File: src/rtl/emmc_seq_pkg.sv
package emmc_seq_pkg;

    localparam int OTAP_W = 4;
    localparam int FREQ_W = 3;
    localparam logic [OTAP_W-1:0] OTAP_SEL_VAL = 4'd2;

    typedef enum logic [3:0] {
        ST_IDLE,
        ST_TXCLK,
        ST_OTAP_EN,
        ST_OTAP_SEL,
        ST_PDB_LOW,
        ST_DLL_LOW,
        ST_SETTLE,
        ST_PDB_HIGH,
        ST_CAL_WAIT,
        ST_SET_FREQ,
        ST_DLL_ON,
        ST_LOCK_WAIT,
        ST_DONE,
        ST_FAIL
    } seq_state_e;

endpackage

File: src/rtl/emmc_sync2.sv
module emmc_sync2 #(
    parameter int W = 2
) (
    input  logic         clk,
    input  logic         rst_n,
    input  logic [W-1:0] async_i,
    output logic [W-1:0] sync_o
);
    genvar g;
    generate
        for (g = 0; g < W; g++) begin : g_bit
            logic [1:0] stage;
            always_ff @(posedge clk or negedge rst_n) begin
                if (!rst_n) stage <= 2'b00;
                else        stage <= {stage[0], async_i[g]};
            end
            assign sync_o[g] = stage[1];
        end
    endgenerate
endmodule

File: src/rtl/emmc_rate_band.sv
module emmc_rate_band
    import emmc_seq_pkg::*;
#(
    parameter int RATE_W = 9
) (
    input  logic [RATE_W-1:0] rate_i,
    output logic [FREQ_W-1:0] band_o
);
    logic [31:0] r;

    always_comb begin
        r = 32'(rate_i);
        if      (r >= 32'd170 && r <= 32'd200) band_o = 3'd0;
        else if (r >= 32'd140 && r <= 32'd170) band_o = 3'd1;
        else if (r >= 32'd110 && r <= 32'd140) band_o = 3'd2;
        else if (r >= 32'd80  && r <= 32'd110) band_o = 3'd3;
        else if (r >= 32'd50  && r <= 32'd80)  band_o = 3'd4;
        else                                   band_o = 3'd0;
    end

    always_comb begin
        AST_BAND_RANGE: assert (band_o <= 3'd4);
    end
endmodule

File: src/rtl/emmc_wait_timer.sv
module emmc_wait_timer #(
    parameter int W = 8
) (
    input  logic         clk,
    input  logic         rst_n,
    input  logic         clr,
    output logic [W-1:0] cnt
);
    always_ff @(posedge clk or negedge rst_n) begin
        if (!rst_n)             cnt <= '0;
        else if (clr)           cnt <= '0;
        else if (cnt != '1)     cnt <= cnt + 1'b1;
    end
endmodule

File: src/rtl/emmc_phy_seq.sv
module emmc_phy_seq
    import emmc_seq_pkg::*;
#(
    parameter int CLK_MHZ    = 250,
    parameter int RATE_W     = 9,
    parameter int SETTLE_US  = 5,
    parameter int CAL_TO_US  = 50,
    parameter int LOCK_TO_US = 50000
) (
    input  logic              clk,
    input  logic              rst_n,
    input  logic              req,
    input  logic              req_power_on,
    input  logic [RATE_W-1:0] rate_mhz,
    input  logic              cal_done_i,
    input  logic              dll_rdy_i,
    output logic              txclk_dly_sel,
    output logic              otap_dly_en,
    output logic [OTAP_W-1:0] otap_dly_sel,
    output logic              pwr_dn_b,
    output logic              dll_en,
    output logic [FREQ_W-1:0] dll_freq_sel,
    output logic              busy,
    output logic              done,
    output logic              error,
    output logic              rate_warn
);
    localparam int SETTLE_CYC = SETTLE_US * CLK_MHZ;
    localparam int CAL_CYC    = CAL_TO_US * CLK_MHZ;
    localparam int LOCK_CYC   = LOCK_TO_US * CLK_MHZ;
    localparam int MAX_A      = (SETTLE_CYC > CAL_CYC) ? SETTLE_CYC : CAL_CYC;
    localparam int MAX_CYC    = (MAX_A > LOCK_CYC) ? MAX_A : LOCK_CYC;
    localparam int TW         = $clog2(MAX_CYC + 1) + 1;
    localparam logic [TW-1:0] SETTLE_LAST = TW'(SETTLE_CYC - 1);
    localparam logic [TW-1:0] CAL_LAST    = TW'(CAL_CYC - 1);
    localparam logic [TW-1:0] LOCK_LAST   = TW'(LOCK_CYC - 1);

    seq_state_e          state_q, state_d;
    logic                on_q;
    logic [RATE_W-1:0]   rate_q;
    logic [FREQ_W-1:0]   band;
    logic [TW-1:0]       cnt;
    logic [1:0]          stat_s;
    logic                cal_s, rdy_s, accept;

    emmc_sync2 #(.W(2)) u_sync (
        .clk     (clk),
        .rst_n   (rst_n),
        .async_i ({dll_rdy_i, cal_done_i}),
        .sync_o  (stat_s)
    );
    assign cal_s = stat_s[0];
    assign rdy_s = stat_s[1];

    emmc_rate_band #(.RATE_W(RATE_W)) u_band (
        .rate_i (rate_q),
        .band_o (band)
    );

    emmc_wait_timer #(.W(TW)) u_timer (
        .clk   (clk),
        .rst_n (rst_n),
        .clr   (state_d != state_q),
        .cnt   (cnt)
    );

    assign accept = (state_q == ST_IDLE) && req;

    // State register
    always_ff @(posedge clk or negedge rst_n) begin
        if (!rst_n) state_q <= ST_IDLE;
        else        state_q <= state_d;
    end

    // Next-state logic
    always_comb begin
        state_d = state_q;
        unique case (state_q)
            ST_IDLE:      if (req) state_d = req_power_on ? ST_TXCLK : ST_PDB_LOW;
            ST_TXCLK:     state_d = ST_OTAP_EN;
            ST_OTAP_EN:   state_d = ST_OTAP_SEL;
            ST_OTAP_SEL:  state_d = ST_PDB_LOW;
            ST_PDB_LOW:   state_d = ST_DLL_LOW;
            ST_DLL_LOW:   state_d = on_q ? ST_SETTLE : ST_DONE;
            ST_SETTLE:    if (cnt == SETTLE_LAST) state_d = ST_PDB_HIGH;
            ST_PDB_HIGH:  state_d = ST_CAL_WAIT;
            ST_CAL_WAIT: begin
                if (cal_s)                 state_d = ST_SET_FREQ;
                else if (cnt == CAL_LAST)  state_d = ST_FAIL;
            end
            ST_SET_FREQ:  state_d = ST_DLL_ON;
            ST_DLL_ON:    state_d = (rate_q == '0) ? ST_DONE : ST_LOCK_WAIT;
            ST_LOCK_WAIT: begin
                if (rdy_s)                 state_d = ST_DONE;
                else if (cnt == LOCK_LAST) state_d = ST_FAIL;
            end
            ST_DONE:      state_d = ST_IDLE;
            ST_FAIL:      state_d = ST_IDLE;
            default:      state_d = ST_IDLE;
        endcase
    end

    // Output and request-capture registers
    always_ff @(posedge clk or negedge rst_n) begin
        if (!rst_n) begin
            on_q          <= 1'b0;
            rate_q        <= '0;
            rate_warn     <= 1'b0;
            txclk_dly_sel <= 1'b0;
            otap_dly_en   <= 1'b0;
            otap_dly_sel  <= '0;
            pwr_dn_b      <= 1'b0;
            dll_en        <= 1'b0;
            dll_freq_sel  <= '0;
        end else begin
            if (accept) begin
                on_q      <= req_power_on;
                rate_q    <= rate_mhz;
                rate_warn <= req_power_on && (32'(rate_mhz) > 32'd175);
            end
            unique case (state_q)
                ST_TXCLK:    txclk_dly_sel <= 1'b1;
                ST_OTAP_EN:  otap_dly_en   <= 1'b1;
                ST_OTAP_SEL: otap_dly_sel  <= OTAP_SEL_VAL;
                ST_PDB_LOW:  pwr_dn_b      <= 1'b0;
                ST_DLL_LOW:  dll_en        <= 1'b0;
                ST_PDB_HIGH: pwr_dn_b      <= 1'b1;
                ST_SET_FREQ: dll_freq_sel  <= band;
                ST_DLL_ON:   dll_en        <= 1'b1;
                default: ;
            endcase
        end
    end

    assign busy  = (state_q != ST_IDLE);
    assign done  = (state_q == ST_DONE);
    assign error = (state_q == ST_FAIL);

    AST_DONE_ERR_EXCL: assert property (@(posedge clk) disable iff (!rst_n)
        !(done && error));
    AST_PULSE_ONE: assert property (@(posedge clk) disable iff (!rst_n)
        (done || error) |=> !(done || error));
    AST_BUSY_HOLD: assert property (@(posedge clk) disable iff (!rst_n)
        (busy && !done && !error) |=> busy);
    AST_PDB_RISE_DLL_LOW: assert property (@(posedge clk) disable iff (!rst_n)
        $rose(pwr_dn_b) |-> !dll_en);
    AST_TAP_BEFORE_PWR: assert property (@(posedge clk) disable iff (!rst_n)
        $rose(pwr_dn_b) |-> (txclk_dly_sel && otap_dly_en && otap_dly_sel == OTAP_SEL_VAL));
    AST_DLL_NEEDS_PDB: assert property (@(posedge clk) disable iff (!rst_n)
        $rose(dll_en) |-> pwr_dn_b);
    AST_FREQ_STABLE: assert property (@(posedge clk) disable iff (!rst_n)
        $rose(dll_en) |-> $stable(dll_freq_sel));
    AST_WARN_STABLE: assert property (@(posedge clk) disable iff (!rst_n)
        busy |=> $stable(rate_warn));
endmodule

File: config.mk
export PLATFORM = sky130hd
export DESIGN_NAME = emmc_phy_seq
export DESIGN_NICKNAME = d
export VERILOG_FILES = /design/src/rtl/emmc_seq_pkg.sv /design/src/rtl/emmc_sync2.sv /design/src/rtl/emmc_rate_band.sv /design/src/rtl/emmc_wait_timer.sv /design/src/rtl/emmc_phy_seq.sv
export SDC_FILE = /design/constraint.sdc
export NUM_CORES = 1
export LEC_CHECK = 0
export ABC_CLOCK_PERIOD_IN_PS = 5400
export BUFFER_PORTS_ARGS = -buffer_cell sky130_fd_sc_hd__buf_2
export CELL_PAD_IN_SITES_DETAIL_PLACEMENT = 1
export CELL_PAD_IN_SITES_GLOBAL_PLACEMENT = 1
export CORE_UTILIZATION = 50
export DETAILED_ROUTE_END_ITERATION = 7
export PLACE_DENSITY = 0.82
export SKIP_LAST_GASP = 1
export SLEW_MARGIN = 30
export SYNTH_ARGS = -nofsm -noshare
export SYNTH_HDL_FRONTEND = slang
export SYNTH_SLANG_ARGS = --single-unit
export TNS_END_PERCENT = 30
File: constraint.sdc
create_clock -name clk -period 5.4 [get_ports clk]
set_input_delay 1.35 -clock clk [delete_from_list [all_inputs] [get_ports clk]]
set_output_delay 1.35 -clock clk [all_outputs]
set_load 0.1 [all_outputs]
* After elaboration in Yosys (flattened, before gate mapping)
Cells that the tools add are included.
** Word-level totals
- Flip-flop bits (word level) :: 52
- Input port bits :: 15
- Output and inout port bits :: 15
- Word-level logic and storage cells :: 75
** Cells by class
- Add/sub/neg operators :: 1
- Magnitude comparators :: 11
- Equal/unequal tests :: 18
- Multiplexer cells :: 19
- Reduce and logical (&&, ||, !) cells :: 13
** Operators with widths (number)
- $mux W25 :: 2
- $pmux W4 S12 :: 1
- $mux W4 :: 7
- $le A9 B8 Y1 const B :: 3
- $add A25 B1 Y25 const B :: 1
- $eq A25 B11 Y1 const B :: 1
- $eq A25 B14 Y1 const B :: 1
- $eq A25 B24 Y1 const B :: 1
- $ne A25 B25 Y1 const B :: 1
- $eq A4 B4 Y1 const B :: 6
- $mux W3 :: 7
- $ge A9 B7 Y1 const B :: 2
- $ge A9 B8 Y1 const B :: 2
- $le A9 B7 Y1 const B :: 2
- $eq A4 B3 Y1 const B :: 4
- $ge A9 B6 Y1 const B :: 1
- $gt A9 B8 Y1 const B :: 1
- $logic_not A9 Y1 :: 1
- $eq A4 B2 Y1 const B :: 2
- $logic_and A1 B1 Y1 :: 7
- $reduce_bool A2 Y1 :: 3
- $eq A4 B1 Y1 const B :: 1
- $logic_not A4 Y1 :: 1
- $ne A4 B4 Y1 :: 1
- 2 further kinds :: 3

* Logic depth before layout (Yosys ltp)
- Word-level depth :: 7
- Depth in mapped cells :: 8
- Depth with buffers taken out :: 7

* Modules after synthesis
Synthesis repeated with hierarchy kept, for this count alone.
** Second synthesis, totals
- Cell total of the unflattened synthesis :: 328
- Area, all modules :: 3178.0 µm²
** By module, submodules not included
- emmc_wait_timer :: times used 1, cells an instance 161, area an instance 1532.7 µm², sequential area each 625.6 µm²
- emmc_phy_seq :: times used 1, cells an instance 133, area an instance 1357.6 µm², sequential area each 575.6 µm²
- emmc_rate_band :: times used 1, cells an instance 28, area an instance 172.7 µm², sequential area each 0.0 µm²
- emmc_sync2 :: times used 1, cells an instance 6, area an instance 115.1 µm², sequential area each 100.1 µm²

* Worst setup path after synthesis
Ideal clock, no wire load.
- Path kind :: register to output
- Start :: register state_q[3]
- End :: output port error
- Arrival :: 3.620 ns
- Required time :: 4.050 ns
- Slack :: 0.430 ns
- Stages on the path, launching flop included :: 4
- Path buffers :: 1
- Path through :: dfrtp_1 > clkbuf_1 > inv_1 > nor4_1
** On the way
- Cells in the longest elaborated chain, start to end :: 1
** RTL lines
- from (decl) :: RTL line emmc_phy_seq.sv:38 : seq_state_e state_q, state_d;
- from (signal assigned) :: RTL line emmc_phy_seq.sv:72 : else state_q <= state_d;
- $eq A4 B4 Y1 :: RTL line emmc_phy_seq.sv:137 : assign error = (state_q == ST_FAIL);
- to (decl) :: RTL line emmc_phy_seq.sv:25 : output logic error,
Every way passes these cells.

* Worst setup path after layout
- Start :: register state_q[1]
- End :: output port done
** On the way
- Cells in the longest elaborated chain, start to end :: 1
** RTL lines
- $eq A4 B4 Y1 :: RTL line emmc_phy_seq.sv:136 : assign done = (state_q == ST_DONE);
- to (decl) :: RTL line emmc_phy_seq.sv:24 : output logic done,
Every way passes these cells.

==> flow_metrics.py <==
metrics = {
    "outcome": {
        "status": "finished, final reports clean",
    },
    "layout": {
        "post-route-cell-area_sq_mm": 0.00329,
        "antenna_cells": 0,
        "final_cell_mix": "dfrtp_1, nand2_1, buf_2, nor3_2, nor2_1",
        "layout.cells.non_filler": 410,
        "area_delta_synth_final_pct": 7.35,
        "drive_gt1_share_pct": 22.7,
        "nets": 351,
        "mostFrequentLayoutCell": "dfrtp_1",
    },
    "setup_path": {
        "cp.required_ns": 4.05,
        "critical_path.top_delay_family": "flip-flops",
        "cpPeakStageDelay_ns": 0.61,
        "crit_type": "register to output pin",
        "crit_fanout": 18,
        "crit_chain": "nor2_1 -> and3_1 -> buf_2",
        "critical_path_buf_inv_count": 1,
        "critPathArrivalTime_ns": 1.90,
        "critPathLaunch": "state_q[1]$_DFF_PN0_",
        "r2r_start": "state_q[1]$_DFF_PN0_",
        "critPathLaunchType": "register",
        "critPathSlowestCell": "dfrtp_1",
        "worstSetupEndpointType": "output pin",
    },
    "cts": {
        "cts_tree": "yes",
        "hold_buffers": 0,
        "clk_pin_slew_ns": 0.10,
        "clock_path_buffers": 2,
        "clock_latency_ns": 0.31,
        "postCtsResizedCells": 0,
        "numCtsBuffers": 5,
        "clock_sinks": 52,
        "root_buffer": "clkbuf_8",
        "htree_levels": 2,
        "cts_setup_buffers": 0,
    },
    "power_and_ir_drop": {
        "p_sw_mw": 0.894,
        "p_seq_share_pct": 36.5,
        "power_mw": 1.69,
        "max-vdd-ir-drop_v": 0.000361,
        "combPwrFrac_pct": 50.0,
        "netSwitchingFraction_pct": 52.8,
        "total_leakage_power_nw": 1.29,
        "p_int_mw": 0.799,
        "p_per_area_mw_per_mm2": 515,
        "clockPowerShare_pct": 13.5,
    },
    "sta": {
        "finClkSkew_ns": 0.0123,
        "setup_ws_ns": 2.15,
        "slew_violations": 0,
        "setup_viol": 0,
        "max_freq_mhz": 308,
        "grt_setup_unrepaired": "false",
        "finalHoldViolations": 0,
        "fin_crit_sh_pct": 60.2,
        "tns_ns": 0,
        "worst_pin_slew_ns": 0.764,
        "maxSlewHeadroom_pct": 48.7,
        "finalCriticalPeriod_ns": 3.25,
    },
    "synthesis": {
        "synth-seq-cells": 52,
        "ys_seq_area_share_pct": 42.5,
        "yosys.cell_types.count": 58,
        "synth.cell_area_sq_mm": 0.00306,
        "synth-edff-count": 0,
        "syn_avg_cell_area_sq_um": 9.70,
        "async_reset_ff_share_pct": 100,
        "yosys_warnings": 0,
        "synth_ff_type": "dfrtp_1",
        "syn_inst": 316,
    },
    "global_route": {
        "grt_pass1_vias": 2520,
        "grt_max_degree": 30,
        "grt_use_total_pct": 24.4,
        "antenna_found_initial": 0,
        "grt_pass1_wl_um": 12000,
        "overflow": 0,
    },
    "floorplan": {
        "fp.dieW_um": 80.3,
        "core_sq_mm": 0.00592,
        "fp-row-count": 28,
        "initial_utilization_pct": 51.8,
        "die_h_um": 80.3,
        "dieArea_sq_mm": 0.00645,
        "pin_count": 30,
    },
    "detailed_routing": {
        "vias": 2436,
        "antenna_left": 0,
        "viasPerCell": 5.94,
        "drt-total-wl_um": 7280,
        "drtPass1Iterations": 4,
        "drc": 0,
        "wire_per_inst_um": 17.8,
        "drtIter0Drc": 111,
    },
    "worst_hold_path": {
        "min_from": "u_sync.g_bit[0].stage[0]$_DFF_PN0_",
        "hp-class": "register to register",
    },
    "placed_design": {
        "dpl.cell_count": 402,
        "io_buffer_count": 26,
        "gp_congestion": 0.821,
        "placed_area_sq_mm": 0.00320,
        "dp_hpwl_um": 5240,
        "post-place-ws_ns": 2.47,
    },
    "run": {
        "drv_cap": 0,
    },
}
-- cell type report --
type,instances,area [sq um]
Fill cell,684,2630
Inverter,10,37.5
Clock inverter,3,18.8
Clock buffer,5,68.8
Timing Repair Buffer,30,160
Multi-Input combinational cell,235,1610
Sequential cell,52,1300
Tap cell,75,93.8
-- power by group through the flow --
stage / sequential [mW] / combinational [mW] / clock (mW)
final: 0.618 / 0.846 / 0.229
after global routing: 0.636 / 0.922 / 0.247
after CTS: 0.614 / 0.860 / 0.232
after detailed placement: 0.622 / 0.857 / 0
after global placement: 0.614 / 0.823 / 0
after floorplan: 0.701 / 0.635 / 0
-- worst register-to-register path, cell delays in order (launching register included) --
cell and delay (ns):
dfrtp_1 0.73, nor2b_1 0.40, nand4b_1 0.16, nor4_1 0.49
a221oi_2 0.09, o311ai_4 0.11, buf_4 0.40, nor4_1 0.14
-- metrics by stage --
stage	hold slack (ns)	util [%]
after floorplan	0.331	-
after global placement	0.333	54.1
after detailed placement	0.339	54.1
after CTS	0.362	55.6
after global routing	0.376	55.6
final	0.362	55.6
-- cell usage after synthesis, types with 2 or more instances --
| cell type | number | area share [%] |
|---|---|---|
| and4_1 | 5 | 1.4 |
| buf_2 | 5 | 0.82 |
| a31oi_1 | 3 | 0.61 |
| nand2b_1 | 3 | 0.61 |
| and3_1 | 3 | 0.61 |
| xnor2_1 | 16 | 4.6 |
| o221ai_1 | 2 | 0.57 |
| nor2_1 | 18 | 2.2 |
| a21boi_0 | 2 | 0.49 |
| o21ai_0 | 15 | 2.4 |
| a21o_1 | 4 | 0.98 |
| xor2_1 | 5 | 1.4 |
| nand2_1 | 27 | 3.3 |
| nand4b_1 | 2 | 0.57 |
| buf_6 | 5 | 1.8 |
| mux2_2 | 9 | 3.3 |
| ha_1 | 2 | 0.82 |
| clkbuf_1 | 7 | 0.86 |
| dfrtp_1 | 52 | 42 |
| nor3_1 | 11 | 1.8 |
| nor2b_1 | 6 | 1.2 |
| inv_1 | 10 | 1.2 |
| nor3_2 | 20 | 6.5 |
| o31ai_1 | 3 | 0.73 |
| or3_1 | 3 | 0.61 |
| nor4_1 | 11 | 2.2 |
| buf_4 | 3 | 0.73 |
| o21a_1 | 2 | 0.49 |
| a21oi_1 | 11 | 1.8 |
| nand3b_1 | 2 | 0.49 |
| nand3_1 | 12 | 2.0 |
| nand4_1 | 11 | 2.2 |
-- per-layer routing --
layer | up-vias | global-route usage, % | share of wire, %
met5 | - | 0 | 0
met4 | 0 | 6.07 | 0.63
met3 | 4 | 4.32 | 2.2
met2 | 35 | 43.2 | 51
met1 | 1221 | 30.5 | 46
li1 | 1176 | - | -
-- sequential cells by signal (all words and copies together), names as in the netlist --
| register | count |
|---|---|
| otap_dly_sel | 1 |
| u_sync.g_bit.stage | 4 |
| rate_warn | 1 |
| on_q | 1 |
| pwr_dn_b | 1 |
| dll_freq_sel | 3 |
| otap_dly_en | 1 |
| u_timer.cnt | 25 |
| rate_q | 9 |
| txclk_dly_sel | 1 |
| dll_en | 1 |
| state_q | 4 |
-- cells by family after synthesis --
logic type	count (synthesis)	share of synthesized area [%]
adders and majority gates	2	0.817
buffers and inverters	31	5.59
DFF	52	42.5
and+or+nand+nor	142	28.3
other	1	0.122
AOI/OAI and AO/OA	57	13.0
muxes	10	3.63
xor gates and xnor gates	21	6.00
-- final timing paths --
| kind | end | slack (ns) | cells after the start |
|---|---|---|---|
| worst max-delay path | done | 2.15 | 3 |
| worst min-delay path | u_sync.g_bit[0].stage[1]$_DFF_PN0_ | 0.36 | 0 |
| min in group asynchronous | rate_q[1]$_DFFE_PN0P_ | 1.00 | 1 |
| worst max register to register | u_timer.cnt[22]$_DFFE_PN0P_ | 2.73 | 7 |
| max in group asynchronous | rate_q[7]$_DFFE_PN0P_ | 3.63 | 2 |
| worst min register to register | u_sync.g_bit[0].stage[1]$_DFF_PN0_ | 0.36 | 0 |
Power figures use the tool's default switching activity.
